## src/rtl/apr_pkg.sv

```systemverilog
package apr_pkg;
  localparam int AW = 32;
  localparam int PGW = 12;
  localparam int FRW = AW - PGW;

  typedef enum logic [2:0] {WK_IDLE, WK_DREQ, WK_DWAIT, WK_TREQ, WK_TWAIT} walk_st_e;

  // window byte mask for a size code; codes 6 and 7 both give 2 GiB
  function automatic logic [AW-1:0] win_mask(input logic [2:0] code);
    logic [2:0] k;
    k = (code == 3'd7) ? 3'd6 : code;
    return (32'h0200_0000 << k) - 32'd1;
  endfunction

  function automatic logic [AW-1:0] dir_ptr(input logic [AW-1:0] base, input logic [AW-1:0] va);
    return {base[AW-1:PGW], 12'h000} + {20'd0, va[31:22], 2'b00};
  endfunction

  function automatic logic [AW-1:0] pte_ptr(input logic [AW-1:0] dent, input logic [AW-1:0] va);
    return {dent[AW-1:PGW], 12'h000} + {20'd0, va[21:12], 2'b00};
  endfunction
endpackage

```

## src/rtl/apr_regs.sv

```systemverilog
module apr_regs
  import apr_pkg::*;
(
  input  logic          clk,
  input  logic          rst_n,
  input  logic          wr,
  input  logic [3:0]    off,
  input  logic [AW-1:0] data,
  output logic [AW-1:0] dir_base,
  output logic [AW-1:0] win_base,
  output logic          remap_on,
  output logic          flush
);
  localparam logic [3:0] OFF_ENA   = 4'h2;
  localparam logic [3:0] OFF_DIR   = 4'h4;
  localparam logic [3:0] OFF_WIN   = 4'h8;
  localparam logic [3:0] OFF_FLUSH = 4'hC;

  assign flush = wr && (off == OFF_FLUSH) && data[0];

  always_ff @(posedge clk or negedge rst_n) begin
    if (!rst_n) begin
      dir_base <= '0;
      win_base <= '0;
      remap_on <= 1'b0;
    end else if (wr) begin
      if (off == OFF_ENA) remap_on <= data[2];
      if (off == OFF_DIR) dir_base <= data;
      if (off == OFF_WIN) win_base <= data;
    end
  end
endmodule

```

## src/rtl/apr_tlb.sv

```systemverilog
module apr_tlb
  import apr_pkg::*;
#(
  parameter int DEPTH = 8
) (
  input  logic             clk,
  input  logic             rst_n,
  input  logic [FRW-1:0]   lk_tag,
  output logic             hit,
  output logic [FRW-1:0]   hit_frame,
  input  logic             fill,
  input  logic [FRW-1:0]   fill_tag,
  input  logic [FRW-1:0]   fill_frame,
  input  logic             flush,
  output logic [DEPTH-1:0] vld
);
  localparam int PW = (DEPTH > 1) ? $clog2(DEPTH) : 1;

  logic [FRW-1:0] tag_q [DEPTH];
  logic [FRW-1:0] frm_q [DEPTH];
  logic [DEPTH-1:0] match;
  logic [PW-1:0] rr_q;

  for (genvar g = 0; g < DEPTH; g++) begin : g_ent
    assign match[g] = vld[g] && (tag_q[g] == lk_tag);
    always_ff @(posedge clk or negedge rst_n) begin
      if (!rst_n) begin
        vld[g]   <= 1'b0;
        tag_q[g] <= '0;
        frm_q[g] <= '0;
      end else if (flush) begin
        vld[g] <= 1'b0;
      end else if (fill && rr_q == PW'(g)) begin
        vld[g]   <= 1'b1;
        tag_q[g] <= fill_tag;
        frm_q[g] <= fill_frame;
      end
    end
  end

  always_comb begin
    hit_frame = '0;
    for (int i = 0; i < DEPTH; i++)
      if (match[i]) hit_frame = frm_q[i];
  end
  assign hit = |match;

  always_ff @(posedge clk or negedge rst_n) begin
    if (!rst_n) rr_q <= '0;
    else if (fill && !flush) rr_q <= (rr_q == PW'(DEPTH - 1)) ? '0 : rr_q + 1'b1;
  end
endmodule

```

## src/rtl/apr_walker.sv

```systemverilog
module apr_walker
  import apr_pkg::*;
(
  input  logic           clk,
  input  logic           rst_n,
  input  logic           start,
  input  logic [AW-1:0]  va_in,
  input  logic [AW-1:0]  dir_base,
  input  logic           flush,
  output logic           busy,
  output logic           mem_req,
  output logic [AW-1:0]  mem_addr,
  input  logic           mem_rsp_valid,
  input  logic [AW-1:0]  mem_rsp_data,
  output logic           done,
  output logic           done_fault,
  output logic [AW-1:0]  done_phys,
  output logic           fill,
  output logic [FRW-1:0] fill_tag,
  output logic [FRW-1:0] fill_frame
);
  walk_st_e st_q;
  logic [AW-1:0] va_q, tptr_q;
  logic kill_q;
  logic dir_ret, pte_ret;

  assign busy     = (st_q != WK_IDLE);
  assign mem_req  = (st_q == WK_DREQ) || (st_q == WK_TREQ);
  assign mem_addr = (st_q == WK_TREQ) ? tptr_q : dir_ptr(dir_base, va_q);
  assign dir_ret  = (st_q == WK_DWAIT) && mem_rsp_valid;
  assign pte_ret  = (st_q == WK_TWAIT) && mem_rsp_valid;

  assign done       = (dir_ret && !mem_rsp_data[0]) || pte_ret;
  assign done_fault = !mem_rsp_data[0];
  assign done_phys  = (pte_ret && mem_rsp_data[0]) ? {mem_rsp_data[AW-1:PGW], va_q[PGW-1:0]} : '0;
  assign fill       = pte_ret && mem_rsp_data[0] && !kill_q && !flush;
  assign fill_tag   = va_q[AW-1:PGW];
  assign fill_frame = mem_rsp_data[AW-1:PGW];

  always_ff @(posedge clk or negedge rst_n) begin
    if (!rst_n) begin
      st_q   <= WK_IDLE;
      va_q   <= '0;
      tptr_q <= '0;
      kill_q <= 1'b0;
    end else begin
      if (start) kill_q <= 1'b0;
      else if (flush && busy) kill_q <= 1'b1;
      unique case (st_q)
        WK_IDLE:  if (start) begin st_q <= WK_DREQ; va_q <= va_in; end
        WK_DREQ:  st_q <= WK_DWAIT;
        WK_DWAIT: if (mem_rsp_valid) begin
                    if (mem_rsp_data[0]) begin
                      tptr_q <= pte_ptr(mem_rsp_data, va_q);
                      st_q   <= WK_TREQ;
                    end else st_q <= WK_IDLE;
                  end
        WK_TREQ:  st_q <= WK_TWAIT;
        WK_TWAIT: if (mem_rsp_valid) st_q <= WK_IDLE;
        default:  st_q <= WK_IDLE;
      endcase
    end
  end
endmodule

```

## src/rtl/apr_remap_top.sv

```systemverilog
module apr_remap_top
  import apr_pkg::*;
#(
  parameter int TLB_DEPTH = 8
) (
  input  logic          clk,
  input  logic          rst_n,
  input  logic          reg_wr,
  input  logic [3:0]    reg_off,
  input  logic [31:0]   reg_data,
  input  logic [3:0]    cfg_word,
  input  logic          req_valid,
  output logic          req_ready,
  input  logic [31:0]   req_addr,
  output logic          rsp_valid,
  output logic [31:0]   rsp_addr,
  output logic          rsp_fault,
  output logic          mem_req,
  output logic [31:0]   mem_addr,
  input  logic          mem_rsp_valid,
  input  logic [31:0]   mem_rsp_data
);
  logic [AW-1:0] dir_base, win_base;
  logic remap_on, flush_evt;
  logic xl_on, in_win, accept, acc_pass, acc_hit, acc_miss;
  logic tlb_hit, fill;
  logic [FRW-1:0] hit_frame, fill_tag, fill_frame;
  logic [TLB_DEPTH-1:0] tlb_vld;
  logic walk_busy, done, done_fault;
  logic [AW-1:0] done_phys;

  apr_regs u_regs (
    .clk(clk), .rst_n(rst_n), .wr(reg_wr), .off(reg_off), .data(reg_data),
    .dir_base(dir_base), .win_base(win_base), .remap_on(remap_on), .flush(flush_evt)
  );

  assign xl_on    = remap_on && cfg_word[0];
  assign in_win   = ((req_addr ^ win_base) & ~win_mask(cfg_word[3:1])) == '0;
  assign req_ready = !walk_busy;
  assign accept   = req_valid && req_ready;
  assign acc_pass = accept && !(xl_on && in_win);
  assign acc_hit  = accept && xl_on && in_win && tlb_hit;
  assign acc_miss = accept && xl_on && in_win && !tlb_hit;

  apr_tlb #(.DEPTH(TLB_DEPTH)) u_tlb (
    .clk(clk), .rst_n(rst_n), .lk_tag(req_addr[AW-1:PGW]), .hit(tlb_hit),
    .hit_frame(hit_frame), .fill(fill), .fill_tag(fill_tag),
    .fill_frame(fill_frame), .flush(flush_evt), .vld(tlb_vld)
  );

  apr_walker u_walk (
    .clk(clk), .rst_n(rst_n), .start(acc_miss), .va_in(req_addr),
    .dir_base(dir_base), .flush(flush_evt), .busy(walk_busy),
    .mem_req(mem_req), .mem_addr(mem_addr), .mem_rsp_valid(mem_rsp_valid),
    .mem_rsp_data(mem_rsp_data), .done(done), .done_fault(done_fault),
    .done_phys(done_phys), .fill(fill), .fill_tag(fill_tag), .fill_frame(fill_frame)
  );

  always_ff @(posedge clk or negedge rst_n) begin
    if (!rst_n) begin
      rsp_valid <= 1'b0;
      rsp_addr  <= '0;
      rsp_fault <= 1'b0;
    end else begin
      rsp_valid <= acc_pass || acc_hit || done;
      rsp_fault <= done && done_fault;
      if (acc_pass)     rsp_addr <= req_addr;
      else if (acc_hit) rsp_addr <= {hit_frame, req_addr[PGW-1:0]};
      else if (done)    rsp_addr <= done_phys;
    end
  end
endmodule

```

## config.mk

```make
export PLATFORM = sky130hd
export DESIGN_NAME = apr_remap_top
export DESIGN_NICKNAME = d
export VERILOG_FILES = /design/src/rtl/apr_pkg.sv /design/src/rtl/apr_regs.sv /design/src/rtl/apr_tlb.sv /design/src/rtl/apr_walker.sv /design/src/rtl/apr_remap_top.sv
export SDC_FILE = /design/constraint.sdc
export NUM_CORES = 1
export LEC_CHECK = 0
export BUFFER_PORTS_ARGS = -buffer_cell sky130_fd_sc_hd__buf_4
export CAP_MARGIN = 0
export CORE_MARGIN = 1
export CORE_UTILIZATION = 50
export DETAILED_ROUTE_END_ITERATION = 8
export PLACE_DENSITY = 0.68
export SLEW_MARGIN = 20
export SYNTH_ARGS = -nofsm -noshare
export SYNTH_HDL_FRONTEND = slang
export SYNTH_SLANG_ARGS = --single-unit
```

## constraint.sdc

```tcl
create_clock -name clk -period 8.7 [get_ports clk]
set_clock_uncertainty 0.2 [all_clocks]
set_input_delay 0.87 -clock clk [delete_from_list [all_inputs] [get_ports clk]]
set_output_delay 0.87 -clock clk [all_outputs]
set_load 0.005 [all_outputs]
```

==> impl_metrics.xml <==
<?xml version="1.0" encoding="UTF-8"?>
<metrics>
  <group name="sta">
    <metric name="setup_viol" unit="">0</metric>
    <metric name="setup_repair_after_global_routing_missed_its_margin" unit="">false</metric>
    <metric name="tightest_slew" unit="ns">1.12</metric>
    <metric name="timing_limited_maximum_frequency" unit="GHz">0.196</metric>
    <metric name="fin_hold_ws" unit="ns">0.0924</metric>
    <metric name="drv_slew" unit="">0</metric>
    <metric name="final.setup.tns" unit="ns">0</metric>
    <metric name="timing_hold_violations_final" unit="">0</metric>
    <metric name="max-slew-margin-rel" unit="">0.252</metric>
    <metric name="finalWorstSetupSlack" unit="ns">3.59</metric>
    <metric name="final.min_clock_period" unit="ns">5.11</metric>
    <metric name="layout_worst_path_cycle_share" unit="">0.587</metric>
  </group>
  <group name="critical_path">
    <metric name="crit_fanout" unit="">21</metric>
    <metric name="end_kind" unit="">flip-flop</metric>
    <metric name="cp_slowest_stage_delay" unit="ns">0.82</metric>
    <metric name="worstSetupPathType" unit="">in2reg</metric>
    <metric name="startpoint_class" unit="">input port</metric>
    <metric name="crit_path_cell_trace" unit="">buf_4 &gt; xor2_1 &gt; a21oi_1 &gt; a21boi_0 &gt; o211a_1 &gt; nor2_1 &gt; a21o_1 &gt; buf_4 &gt; nor2_1 &gt; inv_1 &gt; o22a_1</metric>
    <metric name="critical_path_data_required_time" unit="ns">8.97</metric>
    <metric name="worst_ep_arrival_time" unit="ns">5.38</metric>
    <metric name="critPathBufInv" unit="">3</metric>
    <metric name="critPathTopFamily" unit="">compound AO/OA/AOI/OAI gates</metric>
    <metric name="cp_slowest_cell" unit="">sky130_fd_sc_hd__nor2_1</metric>
  </group>
  <group name="synth">
    <metric name="synth.yosys.warnings" unit="">0</metric>
    <metric name="synthArstFlopShare" unit="">1.00</metric>
    <metric name="yosysMostFrequentCell" unit="">sky130_fd_sc_hd__dfrtp_1</metric>
    <metric name="postSynthAreaPerCell" unit="sq um">12.5</metric>
    <metric name="post-synth-top-area-cell" unit="">sky130_fd_sc_hd__dfrtp_1</metric>
    <metric name="synth_seq_cells" unit="">459</metric>
    <metric name="yosys_most_used_dff" unit="">sky130_fd_sc_hd__dfrtp_1</metric>
    <metric name="syn-instance-count" unit="">1779</metric>
    <metric name="edff_count_synth" unit="">0</metric>
    <metric name="yosys.cell_types.count" unit="">64</metric>
    <metric name="syn_area" unit="sq um">22300</metric>
    <metric name="ys_top_cells_by_area" unit="">sky130_fd_sc_hd__dfrtp_1, sky130_fd_sc_hd__mux2_2, sky130_fd_sc_hd__xnor2_1, sky130_fd_sc_hd__xor2_1, sky130_fd_sc_hd__mux2_4</metric>
    <metric name="ys_top_cells_by_count" unit="">sky130_fd_sc_hd__dfrtp_1, sky130_fd_sc_hd__mux2_2, sky130_fd_sc_hd__nand2_1</metric>
    <metric name="synth.top_cell.area_share" unit="">0.516</metric>
    <metric name="seq_area_frac_synth" unit="">0.516</metric>
  </group>
  <group name="layout">
    <metric name="register_area" unit="sq um">11500</metric>
    <metric name="finalNetCount" unit="">1972</metric>
    <metric name="multi_input_area" unit="sq um">10100</metric>
    <metric name="antennaDiodeCount" unit="">0</metric>
    <metric name="finish.instance_area" unit="sq um">25500</metric>
    <metric name="syn2layout_area_growth" unit="%">14.6</metric>
    <metric name="drive_gt1_frac" unit="">0.383</metric>
    <metric name="num-fill-cells" unit="">3555</metric>
  </group>
  <group name="place">
    <metric name="pre_cts_slack" unit="ns">3.03</metric>
    <metric name="numPortBuffers" unit="">153</metric>
    <metric name="routabilityCongestion" unit="">0.899</metric>
    <metric name="place_hpwl" unit="um">38700</metric>
    <metric name="dpl-instance-area" unit="sq um">23700</metric>
  </group>
  <group name="drt">
    <metric name="average_vias_per_placed_instance" unit="">6.12</metric>
    <metric name="met2WireLength" unit="um">29500</metric>
    <metric name="drt_pass1_iterations" unit="">5</metric>
    <metric name="routed_wirelength" unit="um">63900</metric>
    <metric name="m1WireLength" unit="um">27700</metric>
    <metric name="detailedRoute.firstIterationViolations" unit="">1110</metric>
    <metric name="detailed_route_wirelength_on_metal3" unit="um">4680</metric>
    <metric name="topRoutingLayerUsed" unit="">met4</metric>
    <metric name="route.antenna.remaining_nets" unit="">0</metric>
    <metric name="route.detailed.drc" unit="">0</metric>
    <metric name="wl_per_cell" unit="um">25.7</metric>
    <metric name="num_vias" unit="">15200</metric>
  </group>
  <group name="global_route">
    <metric name="grt.overflow.total" unit="">0</metric>
    <metric name="global_route_wire_length_before_repair" unit="um">96100</metric>
    <metric name="track_usage" unit="">0.289</metric>
    <metric name="antenna_found_initial" unit="">0</metric>
    <metric name="largest_net_degree_at_the_start_of_global_routing" unit="">178</metric>
    <metric name="first_global_vias" unit="">15400</metric>
  </group>
  <group name="clocking">
    <metric name="cts_max_level" unit="">2</metric>
    <metric name="cts_buf_count" unit="">49</metric>
    <metric name="worstSkewPairLatency" unit="ns">0.61</metric>
    <metric name="holdBufCountCts" unit="">0</metric>
    <metric name="clock-sinks" unit="">459</metric>
    <metric name="post_cts_resized" unit="">0</metric>
    <metric name="clk_root_buffer_cell" unit="">sky130_fd_sc_hd__clkbuf_16</metric>
    <metric name="clockBufferDepth" unit="">3</metric>
    <metric name="cts.repair_timing.setup_buffer_count" unit="">0</metric>
    <metric name="cts.reportedPaths.clkPinSlew" unit="ns">0.06</metric>
    <metric name="tritoncts" unit="">yes</metric>
  </group>
  <group name="pwr">
    <metric name="powerDensity" unit="nW/um^2">232</metric>
    <metric name="leakagePower" unit="nW">12.1</metric>
    <metric name="peakVddDrop" unit="uV">161</metric>
  </group>
  <group name="worst_hold_path">
    <metric name="hold_path_class" unit="">in2async</metric>
  </group>
  <group name="floorplan">
    <metric name="core" unit="sq um">43500</metric>
    <metric name="rows" unit="">76</metric>
    <metric name="dieArea" unit="sq um">45300</metric>
    <metric name="die_span_y" unit="um">213</metric>
    <metric name="chipWidth" unit="um">213</metric>
    <metric name="initial_utilization" unit="">0.512</metric>
    <metric name="ioPinCount" unit="">177</metric>
  </group>
  <group name="outcome">
    <metric name="status" unit="">complete, no violations</metric>
  </group>
  <group name="run">
    <metric name="maxCapViolations" unit="">0</metric>
  </group>
</metrics>
[power breakdown]
group	switching [mW]	internal, mW
Sequential	0.350	2.39
Clock	0.895	1.34
Combinational	0.430	0.507
[sequential cells by signal, summed over array words and instances (netlist names)]
signal	cells
rsp_fault	1
u_tlb.vld	8
u_walk.va_q	32
rsp_valid	1
u_tlb.frm_q	160
u_walk.st_q	3
u_walk.tptr_q	30
u_tlb.tag_q	160
u_regs.remap_on	1
u_regs.win_base	7
u_walk.kill_q	1
rsp_addr	32
u_regs.dir_base	20
u_tlb.rr_q	3
[area by class of cell]
cell class / instances / share of cell area
timing repair buffer: 177 / 0.0529
inverter: 28 / 0.00412
sequential: 459 / 0.450
tap: 585 / 0.0287
multi-input combinational: 1142 / 0.395
clock inverter: 16 / 0.0102
clock buffer: 76 / 0.0587
[cell families (layout without fill, tap and decap cells)]
group	count (synthesis)	count (layout)	synth area share
compound gates	174	174	0.0621
fa+ha+maj	6	6	0.00337
xor+xnor	169	169	0.0665
buf+inv	179	297	0.0350
other cells	1	2	0.000169
flops	459	459	0.516
simple gates	331	331	0.0805
mux	460	460	0.236
[stage by stage]
step                      total power [mW]  cells  utilization
after floorplan                       3.12   1780            -
after global placement                3.67   2391        0.546
after detailed placement              3.71   2391        0.546
after CTS                             5.95   2483        0.586
after global routing                  6.13   2483        0.587
final                                 5.91   2483        0.587
[placed cells by master (no fill, tap or decap), types with 10 or more instances in the layout]
| cell type | n |
|---|---|
| sky130_fd_sc_hd__a221o_1 | 12 |
| sky130_fd_sc_hd__a221oi_1 | 19 |
| sky130_fd_sc_hd__a311o_1 | 19 |
| sky130_fd_sc_hd__a31oi_1 | 20 |
| sky130_fd_sc_hd__and2_1 | 13 |
| sky130_fd_sc_hd__buf_4 | 175 |
| sky130_fd_sc_hd__clkbuf_1 | 10 |
| sky130_fd_sc_hd__clkbuf_16 | 49 |
| sky130_fd_sc_hd__clkbuf_8 | 17 |
| sky130_fd_sc_hd__dfrtp_1 | 459 |
| sky130_fd_sc_hd__inv_1 | 28 |
| sky130_fd_sc_hd__mux2_2 | 415 |
| sky130_fd_sc_hd__mux2_4 | 26 |
| sky130_fd_sc_hd__mux2i_1 | 19 |
| sky130_fd_sc_hd__nand2_1 | 87 |
| sky130_fd_sc_hd__nand3_1 | 33 |
| sky130_fd_sc_hd__nand4_1 | 34 |
| sky130_fd_sc_hd__nor2_1 | 40 |
| sky130_fd_sc_hd__nor3b_1 | 22 |
| sky130_fd_sc_hd__nor4_1 | 27 |
| sky130_fd_sc_hd__o211ai_1 | 20 |
| sky130_fd_sc_hd__o21ai_0 | 25 |
| sky130_fd_sc_hd__o22a_1 | 38 |
| sky130_fd_sc_hd__xnor2_1 | 91 |
| sky130_fd_sc_hd__xor2_1 | 78 |
[per-layer routing]
layer  GRT usage  vias to the layer above
met3      0.0618                      130
li1            -                     6546
met5           0                        -
met2       0.453                      558
met1       0.393                     7950
met4       0.106                        0
[final timing paths]
path / from / to / slack [ns] / cells after the start
max: req_addr[29] / rsp_addr[12]$_DFFE_PN0P_ / 3.59 / 11
min: rst_n / u_walk.va_q[24]$_DFFE_PN0P_ / 0.09 / 1
max reg2reg: u_regs.win_base[29]$_DFFE_PN0P_ / rsp_addr[12]$_DFFE_PN0P_ / 3.70 / 10
min reg2reg: u_walk.va_q[0]$_DFFE_PN0P_ / u_walk.va_q[0]$_DFFE_PN0P_ / 0.30 / 1
max in group asynchronous: rst_n / u_tlb.frm_q[91]$_DFFE_PN0P_ / 6.65 / 2
min in group clk: mem_rsp_valid / u_walk.st_q[2]$_DFFE_PN0P_ / 0.27 / 2
Power figures use the tool's default switching activity.
